===== src/rtl/owt_pkg.sv =====
`timescale 1ns/1ps
package owt_pkg;

    typedef enum logic [1:0] {
        ST_IDLE,
        ST_ID,
        ST_CMP,
        ST_DIR
    } seq_state_e;

    typedef struct packed {
        logic start;
        logic wbit;
    } slot_req_t;

    typedef struct packed {
        logic first;
        logic second;
        logic dir;
    } result_t;

    // Direction chosen from ID bit, complement bit and host preference.
    function automatic logic pick_dir(logic id_bit, logic cmp_bit, logic pref);
        if (id_bit != cmp_bit) return id_bit;
        else if (!id_bit)      return pref;
        else                   return 1'b1;
    endfunction

endpackage


===== src/rtl/owt_slot_timer.sv =====
`timescale 1ns/1ps
module owt_slot_timer
    import owt_pkg::*;
#(
    parameter int LOW_CYC    = 750,
    parameter int W0_CYC     = 7500,
    parameter int SAMPLE_CYC = 1875,
    parameter int SLOT_CYC   = 8750,
    parameter int REC_CYC    = 125
) (
    input  logic      clk,
    input  logic      rst,
    input  slot_req_t req,
    output logic      drive_low,
    output logic      sample_stb,
    output logic      done
);
    localparam int TOTAL = SLOT_CYC + REC_CYC;
    localparam int CW    = $clog2(TOTAL + 1);
    localparam logic [CW-1:0] LAST   = CW'(TOTAL - 1);
    localparam logic [CW-1:0] LOW_C  = CW'(LOW_CYC);
    localparam logic [CW-1:0] W0_C   = CW'(W0_CYC);
    localparam logic [CW-1:0] SAMP_C = CW'(SAMPLE_CYC);

    logic          active;
    logic          wb;
    logic [CW-1:0] cnt;

    always_ff @(posedge clk) begin
        if (rst) begin
            active <= 1'b0;
            cnt    <= '0;
            wb     <= 1'b1;
        end else if (req.start) begin
            active <= 1'b1;
            cnt    <= '0;
            wb     <= req.wbit;
        end else if (active) begin
            if (cnt == LAST) active <= 1'b0;
            else             cnt    <= cnt + 1'b1;
        end
    end

    always_comb begin
        drive_low  = active && ((cnt < LOW_C) || (!wb && (cnt < W0_C)));
        sample_stb = active && (cnt == SAMP_C);
        done       = active && (cnt == LAST);
    end
endmodule


===== src/rtl/owt_sequencer.sv =====
`timescale 1ns/1ps
module owt_sequencer
    import owt_pkg::*;
(
    input  logic      clk,
    input  logic      rst,
    input  logic      cmd_valid,
    input  logic      cmd_triplet,
    input  logic      cmd_wbit,
    input  logic      line_in,
    input  logic      sample_stb,
    input  logic      slot_done,
    output slot_req_t req,
    output logic      busy,
    output logic      is_triplet,
    output result_t   res
);
    seq_state_e state, state_n;
    logic       pref;
    logic       wbit_l;

    always_comb begin
        req     = '0;
        state_n = state;
        unique case (state)
            ST_IDLE: if (cmd_valid) begin
                req.start = 1'b1;
                req.wbit  = cmd_triplet ? 1'b1 : cmd_wbit;
                state_n   = ST_ID;
            end
            ST_ID: if (slot_done) begin
                if (is_triplet) begin
                    req.start = 1'b1;
                    req.wbit  = 1'b1;
                    state_n   = ST_CMP;
                end else begin
                    state_n = ST_IDLE;
                end
            end
            ST_CMP: if (slot_done) begin
                req.start = 1'b1;
                req.wbit  = pick_dir(res.first, res.second, pref);
                state_n   = ST_DIR;
            end
            ST_DIR: if (slot_done) state_n = ST_IDLE;
            default: state_n = ST_IDLE;
        endcase
    end

    always_ff @(posedge clk) begin
        if (rst) begin
            state      <= ST_IDLE;
            is_triplet <= 1'b0;
            pref       <= 1'b0;
            wbit_l     <= 1'b1;
            res        <= '0;
        end else begin
            state <= state_n;
            if (state == ST_IDLE && cmd_valid) begin
                is_triplet <= cmd_triplet;
                pref       <= cmd_wbit;
                wbit_l     <= req.wbit;
            end
            if (state == ST_ID && sample_stb)
                res.first <= line_in & wbit_l;
            if (state == ST_CMP && sample_stb)
                res.second <= line_in;
            if (state == ST_CMP && slot_done)
                res.dir <= req.wbit;
        end
    end

    assign busy = (state != ST_IDLE);
endmodule


===== src/rtl/owt_triplet_engine.sv =====
`timescale 1ns/1ps
module owt_triplet_engine
    import owt_pkg::*;
#(
    parameter int LOW_CYC    = 750,
    parameter int W0_CYC     = 7500,
    parameter int SAMPLE_CYC = 1875,
    parameter int SLOT_CYC   = 8750,
    parameter int REC_CYC    = 125
) (
    input  logic clk,
    input  logic rst,
    input  logic cmd_valid,
    input  logic cmd_triplet,
    input  logic cmd_wbit,
    input  logic line_in,
    output logic line_drive_low,
    output logic busy,
    output logic res_first,
    output logic res_second,
    output logic res_dir
);
    slot_req_t req;
    result_t   res;
    logic      sample_stb;
    logic      slot_done;
    logic      is_triplet;

    owt_sequencer u_seq (
        .clk        (clk),
        .rst        (rst),
        .cmd_valid  (cmd_valid),
        .cmd_triplet(cmd_triplet),
        .cmd_wbit   (cmd_wbit),
        .line_in    (line_in),
        .sample_stb (sample_stb),
        .slot_done  (slot_done),
        .req        (req),
        .busy       (busy),
        .is_triplet (is_triplet),
        .res        (res)
    );

    owt_slot_timer #(
        .LOW_CYC   (LOW_CYC),
        .W0_CYC    (W0_CYC),
        .SAMPLE_CYC(SAMPLE_CYC),
        .SLOT_CYC  (SLOT_CYC),
        .REC_CYC   (REC_CYC)
    ) u_timer (
        .clk       (clk),
        .rst       (rst),
        .req       (req),
        .drive_low (line_drive_low),
        .sample_stb(sample_stb),
        .done      (slot_done)
    );

    assign res_first  = res.first;
    assign res_second = res.second;
    assign res_dir    = res.dir;
endmodule


===== config.mk =====
export PLATFORM = sky130hd
export DESIGN_NAME = owt_triplet_engine
export DESIGN_NICKNAME = d
export VERILOG_FILES = /design/src/rtl/owt_pkg.sv /design/src/rtl/owt_slot_timer.sv /design/src/rtl/owt_sequencer.sv /design/src/rtl/owt_triplet_engine.sv
export SDC_FILE = /design/constraint.sdc
export NUM_CORES = 1
export LEC_CHECK = 0
export BUFFER_PORTS_ARGS = -buffer_cell sky130_fd_sc_hd__buf_2
export CELL_PAD_IN_SITES_DETAIL_PLACEMENT = 0
export CELL_PAD_IN_SITES_GLOBAL_PLACEMENT = 2
export CORE_MARGIN = 5
export CORE_UTILIZATION = 30
export DETAILED_ROUTE_END_ITERATION = 8
export PLACE_DENSITY_LB_ADDON = 0.1
export SYNTH_ARGS = -nofsm -noshare
export SYNTH_HDL_FRONTEND = slang
export SYNTH_SLANG_ARGS = --single-unit

===== constraint.sdc =====
create_clock -name clk -period 3.3 [get_ports clk]
set_input_delay 0.33 -clock clk [delete_from_list [all_inputs] [get_ports clk]]
set_output_delay 0.33 -clock clk [all_outputs]
set_load 0.02 [all_outputs]

### Yosys cells after proc, flatten, opt, wreduce, memory -nomap -nowiden

Index checks and enable logic that the tools add are counted.

| storage, ports and cells | value |
|---|---|
| flip-flop bits (word level) | 24 |
| output and inout port bits | 5 |
| input bits | 6 |

| operators by class | value |
|---|---|
| order comparisons | 2 |
| reduce and logical (&&, ||, !) cells | 15 |
| eq/ne operators | 10 |
| $add $sub $neg | 1 |
| mux-type cells | 17 |
| bitwise operators | 2 |

Operator list:

| operator | count |
|---|---|
| two-way mux 2 bit | 9 |
| adder 14 x 1 -> 14 bit, second input constant | 1 |
| == test 14 x 11 -> 1 bit, second input constant | 1 |
| == test 14 bit, second input constant | 1 |
| less-than comparator 14 x 10 -> 1 bit, second input constant | 1 |
| less-than comparator 14 x 13 -> 1 bit, second input constant | 1 |
| logical AND 1 bit | 8 |
| one-hot mux 2 bit (4 select lines) | 1 |
| two-way mux 1 bit | 6 |
| != test 2 x 1 -> 1 bit, second input constant | 3 |
| one-hot mux 2 bit (3 select lines) | 1 |
| == test 2 bit, second input constant | 2 |
| AND reduction 4 bit | 1 |
| == test 2 x 1 -> 1 bit, second input constant | 1 |
| zero test 2 bit | 1 |
| != test 2 bit, second input constant | 1 |
| AND reduction 2 bit | 1 |
| nonzero test 2 bit | 1 |
| OR reduction 2 bit | 1 |
| bitwise AND 1 bit | 1 |
| zero test 1 bit | 1 |
| logical OR 1 bit | 1 |
| != test 1 bit | 1 |
| NOT 1 bit | 1 |

### Logic depth before layout (Yosys ltp)

| depth | value |
|---|---|
| word-level depth | 5 |
| mapped depth | 7 |
| depth with buffers taken out | 6 |

### Cells and area by module

From an unflattened synthesis, not the netlist that was laid out.

| unflattened totals | value |
|---|---|
| cell total of the unflattened synthesis | 160 |
| area, all modules | 1351.3 um^2 |

Modules (own cells, without submodules):

| module | seq. area each (um^2) | cells an instance | area an instance (um^2) | times used |
|---|---|---|---|---|
| owt_slot_timer | 320.3 | 114 | 960.9 | 1 |
| owt_sequencer | 160.2 | 46 | 390.4 | 1 |

### Least setup slack after synthesis

No wires, ideal clock.

| timing | value |
|---|---|
| path kind | register to output |
| from | register u_timer.cnt[3] |
| to | output port line_drive_low |
| path buffers | 1 |
| path slack | 1.586 ns |
| data required time | 2.970 ns |
| arrival | 1.384 ns |
| cell stages (with the launch flop) | 6 |
| cells stage by stage | dfxtp_1 buf_2 a211o_1 a21oi_1 nor3_1 o21ai_0 |

| between the ends | value |
|---|---|
| word-level cells in the longest chain between the ends | 4 |
| elaborated cells between the ends (all ways) | 5 |

Ends and longest elaborated chain:

| element | RTL line | source |
|---|---|---|
| from (decl) | owt_slot_timer.sv:27 | `logic [CW-1:0] cnt;` |
| from (signal assigned) | owt_slot_timer.sv:40 | `else cnt <= cnt + 1'b1;` |
| less-than comparator 14 x 13 -> 1 bit | owt_slot_timer.sv:45 | `drive_low = active && ((cnt < LOW_C) \|\| (!wb && (cnt < W0_C)));` |
| logical AND 1 bit | owt_slot_timer.sv:45 |  |
| logical OR 1 bit (*) | owt_slot_timer.sv:45 |  |
| logical AND 1 bit (*) | owt_slot_timer.sv:45 |  |
| to (decl) | owt_triplet_engine.sv:17 | `output logic line_drive_low,` |

Mark *: on every way between the ends. The rest lies on a longest branch, timed or not.

### Worst setup path after layout

| timing | value |
|---|---|
| from | register u_timer.active |
| to | output port line_drive_low |

| between the ends | value |
|---|---|
| word-level cells in the longest chain between the ends | 1 |

Ends and longest elaborated chain:

| element | RTL line | source |
|---|---|---|
| from (decl) | owt_slot_timer.sv:25 | `logic active;` |
| from (signal assigned) | owt_slot_timer.sv:31 | `active <= 1'b0;` |
| from (signal assigned) | owt_slot_timer.sv:35 | `active <= 1'b1;` |
| from (signal assigned) | owt_slot_timer.sv:39 | `if (cnt == LAST) active <= 1'b0;` |
| logical AND 1 bit | owt_slot_timer.sv:45 |  |

No other way between the ends.

==> summary.txt <==
Finish
  – Layout Nets: 170
  – Core Util, Final: between 30% and 40%
  – Most frequent cells in the layout: dfxtp_1 (24), nor2_1 (20), buf_2 (10)
  – Inserted Diodes: 0
  – Commonest non-fill, non-tap cell in the layout: dfxtp_1
  – Share of post-route cells with drive strength above 1: 14.9%
  – Syn-to-layout area delta: 10.2%

Die
  – Die Height: around 76 µm
  – Die Area: 0.00580 mm²
  – Initial core utilization: 30.6%
  – # IOs: 11
  – Rows: 24
  – Die X: 76.1 µm
  – Core box area: 0.00429 mm²

Detailed routing
  – Iter 0 DRT Violations: 65
  – Routed WL: 3.05 mm
  – Detailed Routing Iterations Pass 1: 4
  – Total via count in the routed design: 1,111
  – Post-route ant nets: 0
  – Routed vias/inst: about 5.2
  – Wirelength per Cell: 14.3 µm
  – Drc violations: 0

Synthesis
  – Largest area contributor in the netlist: dfxtp_1
  – Ys async rst share: 0%
  – Post-synth top area share: between 30% and 40%
  – Number of synthesized flops with an enable pin: 0
  – Cells after Synth: 155
  – Syn_nets: 163
  – Synthesized flop and latch total: 24
  – Main synth FF type: dfxtp_1
  – Top cells by area, synth: dfxtp_1 (37%), nor2_1 (5.7%), xnor2_1 (5.3%)
  – Synth warn: 0
  – Cell Area, Synth: around 0.0013 mm²
  – Cell variety after synth: 46
  – Avg Synthesized Cell Area: around 8.5 µm²
  – Register area share after synthesis: 36.6%

Global route
  – Vias in the first global route: 1,153
  – First-pass GRT wire length: 5.38 mm
  – Initial antenna violation count: 0
  – Largest net degree at the start of global routing: 15
  – Congestion Overflow GR: 0
  – GRT Total Usage: 11.0%

Timing
  – Final WS setup: 1.08 ns
  – Crit path time final: 2.22 ns
  – RSZ-0062 raised after global routing: no
  – Setup_tns: 0 ns
  – Fmax: 0.451 GHz
  – Slew @ Worst Pin: 0.433 ns
  – Max_slew headroom: 70.9%
  – Fin. Hold Viols: 0
  – Skew final: 0.00116 ns
  – Final hold slack: 0.304 ns
  – Period utilization: 67.2%
  – Final setup fails: 0
  – Slew Limit Fails: 0

Clock network
  – Root buffer cell: clkbuf_8
  – Cts bufs inserted: 3
  – CTS max path bufs: 2
  – CTS resizes: 0
  – Sink Count: 24
  – Reg clk slew, reported paths: around 0.090 ns
  – H-tree Lvls: 1
  – Number of hold buffers added after cts: 0
  – Clock tree from TritonCTS: yes
  – Worst-Skew Late Latency: 0.27 ns
  – Post-CTS Setup Bufs: 0

Critical path
  – Crit path max fanout: 13
  – Crit Reg-Reg Endpoint: u_seq.res[2]
  – CP Capture Point: line_drive_low
  – Worst reg-to-reg path cell count: 5
  – CP Capture Type: primary output
  – CP Class: flip-flop to primary output
  – Worst EP arrival: 1.89 ns
  – Critical path origin: u_timer.active
  – Worst setup SP type: flip-flop
  – Required time at the worst-slack endpoint: 2.97 ns
  – Reg-to-reg setup timing slack: 1.38 ns
  – Worst r2r src: u_timer.cnt[1]

Place
  – Gpl congestion: 0.740
  – Dpl hpwl: 2.29 mm
  – IO Port Bufs: 10
  – Worst slack at placement: 1.36 ns

Power
  – Power Total: about 0.55 mW
  – Leak Pwr: 0.489 nW
  – Power density cells: 380 mW/mm²
  – Max IR drop VDD: 0.123 mV

Flow run
  – Max_cap viols: 0

Status
  – Outcome: finished clean

Worst hold path
  – HP Class: input pin to flip-flop
==> routing by layer <==
| metal | vias to the layer above | global-route usage, % | share of wire (%) |
|---|---|---|---|
| met5 | - | 0 | 0 |
| met4 | 0 | 4.37 | 1.9 |
| met3 | 6 | 2.13 | 2.2 |
| met2 | 15 | 18.5 | 50 |
| met1 | 522 | 13.8 | 46 |
| li1 | 568 | - | - |
==> worst min path at each step <==
stage	start	to	slack [ns]	cells past startpoint
global placement	u_seq.wbit_l	u_seq.wbit_l	0.46	1
detailed placement	u_seq.wbit_l	u_seq.wbit_l	0.45	1
global route	cmd_triplet	u_seq.is_triplet	0.31	3
finish	cmd_triplet	u_seq.is_triplet	0.30	3
floorplan	u_seq.wbit_l	u_seq.wbit_l	0.43	1
CTS	cmd_triplet	u_seq.is_triplet	0.30	3
==> layout make-up <==
class,count,area (µm²)
multi-input cells,116,769
clock buffers,4,55.1
inverters,7,26.3
flip-flops and latches,24,480
fillers,477,2850
repair buffers,10,50.0
well taps,52,65.1
==> report_power, final <==
group	switching, mW	total (mW)	internal (mW)
sequential	0.00863	0.305	0.296
combinational	0.0227	0.0405	0.0177
clock	0.0974	0.204	0.107
total	0.129	0.549	0.420
==> worst max-delay path, stage by stage, from the launching register on <==
cell     delay, ns
dfxtp_1       0.56
or4b_1        0.52
a211o_1       0.29
o21ai_0       0.07
buf_2         0.19
==> synth_stat cells (2+ instances only) <==
cell      number
xor2_1         2
o31ai_1        2
mux2i_1        2
nand3_2        2
nor2_1        20
inv_1          7
a21o_1         2
dfxtp_1       24
nand2_1        8
clkbuf_1       5
a211o_1        4
nor4_1         4
nor3_1         3
nand3b_1       4
nand4_1        4
buf_2          2
ha_1           2
nand3_1        6
nor2b_1        3
or4b_1         2
a21oi_1        9
xnor2_1        8
o21ai_0        7
==> metrics by stage <==
step | cells | area, µm²
2_1_floorplan | 155 | 1310
3_5_place_dp | 209 | 1390
4_1_cts | 213 | 1450
5_1_grt | 213 | 1450
3_3_place_gp | 209 | 1390
6_report | 213 | 1450
==> sequential cells by signal (all words and copies together) (netlist names), named ones only <==
signal	flops
u_seq.wbit_l	1
u_timer.active	1
u_seq.state	1
u_seq.res	3
u_seq.is_triplet	1
u_timer.cnt	14
u_seq.pref	1
u_timer.wb	1
==> cell families (layout without fill, tap and decap cells) <==
kind of cell / after synthesis / after routing / synth area share (%)
AO/OA/AOI/OAI: 32 / 32 / 16.5
XOR/XNOR: 10 / 10 / 6.67
adder cells (fa/ha/maj): 2 / 2 / 1.91
flip-flops: 24 / 24 / 36.6
buffers and inverters: 15 / 21 / 4.77
multiplexers: 3 / 3 / 2.38
AND/OR/NAND/NOR: 69 / 69 / 31.2
Note: power is estimated with default switching activity, not from simulation.
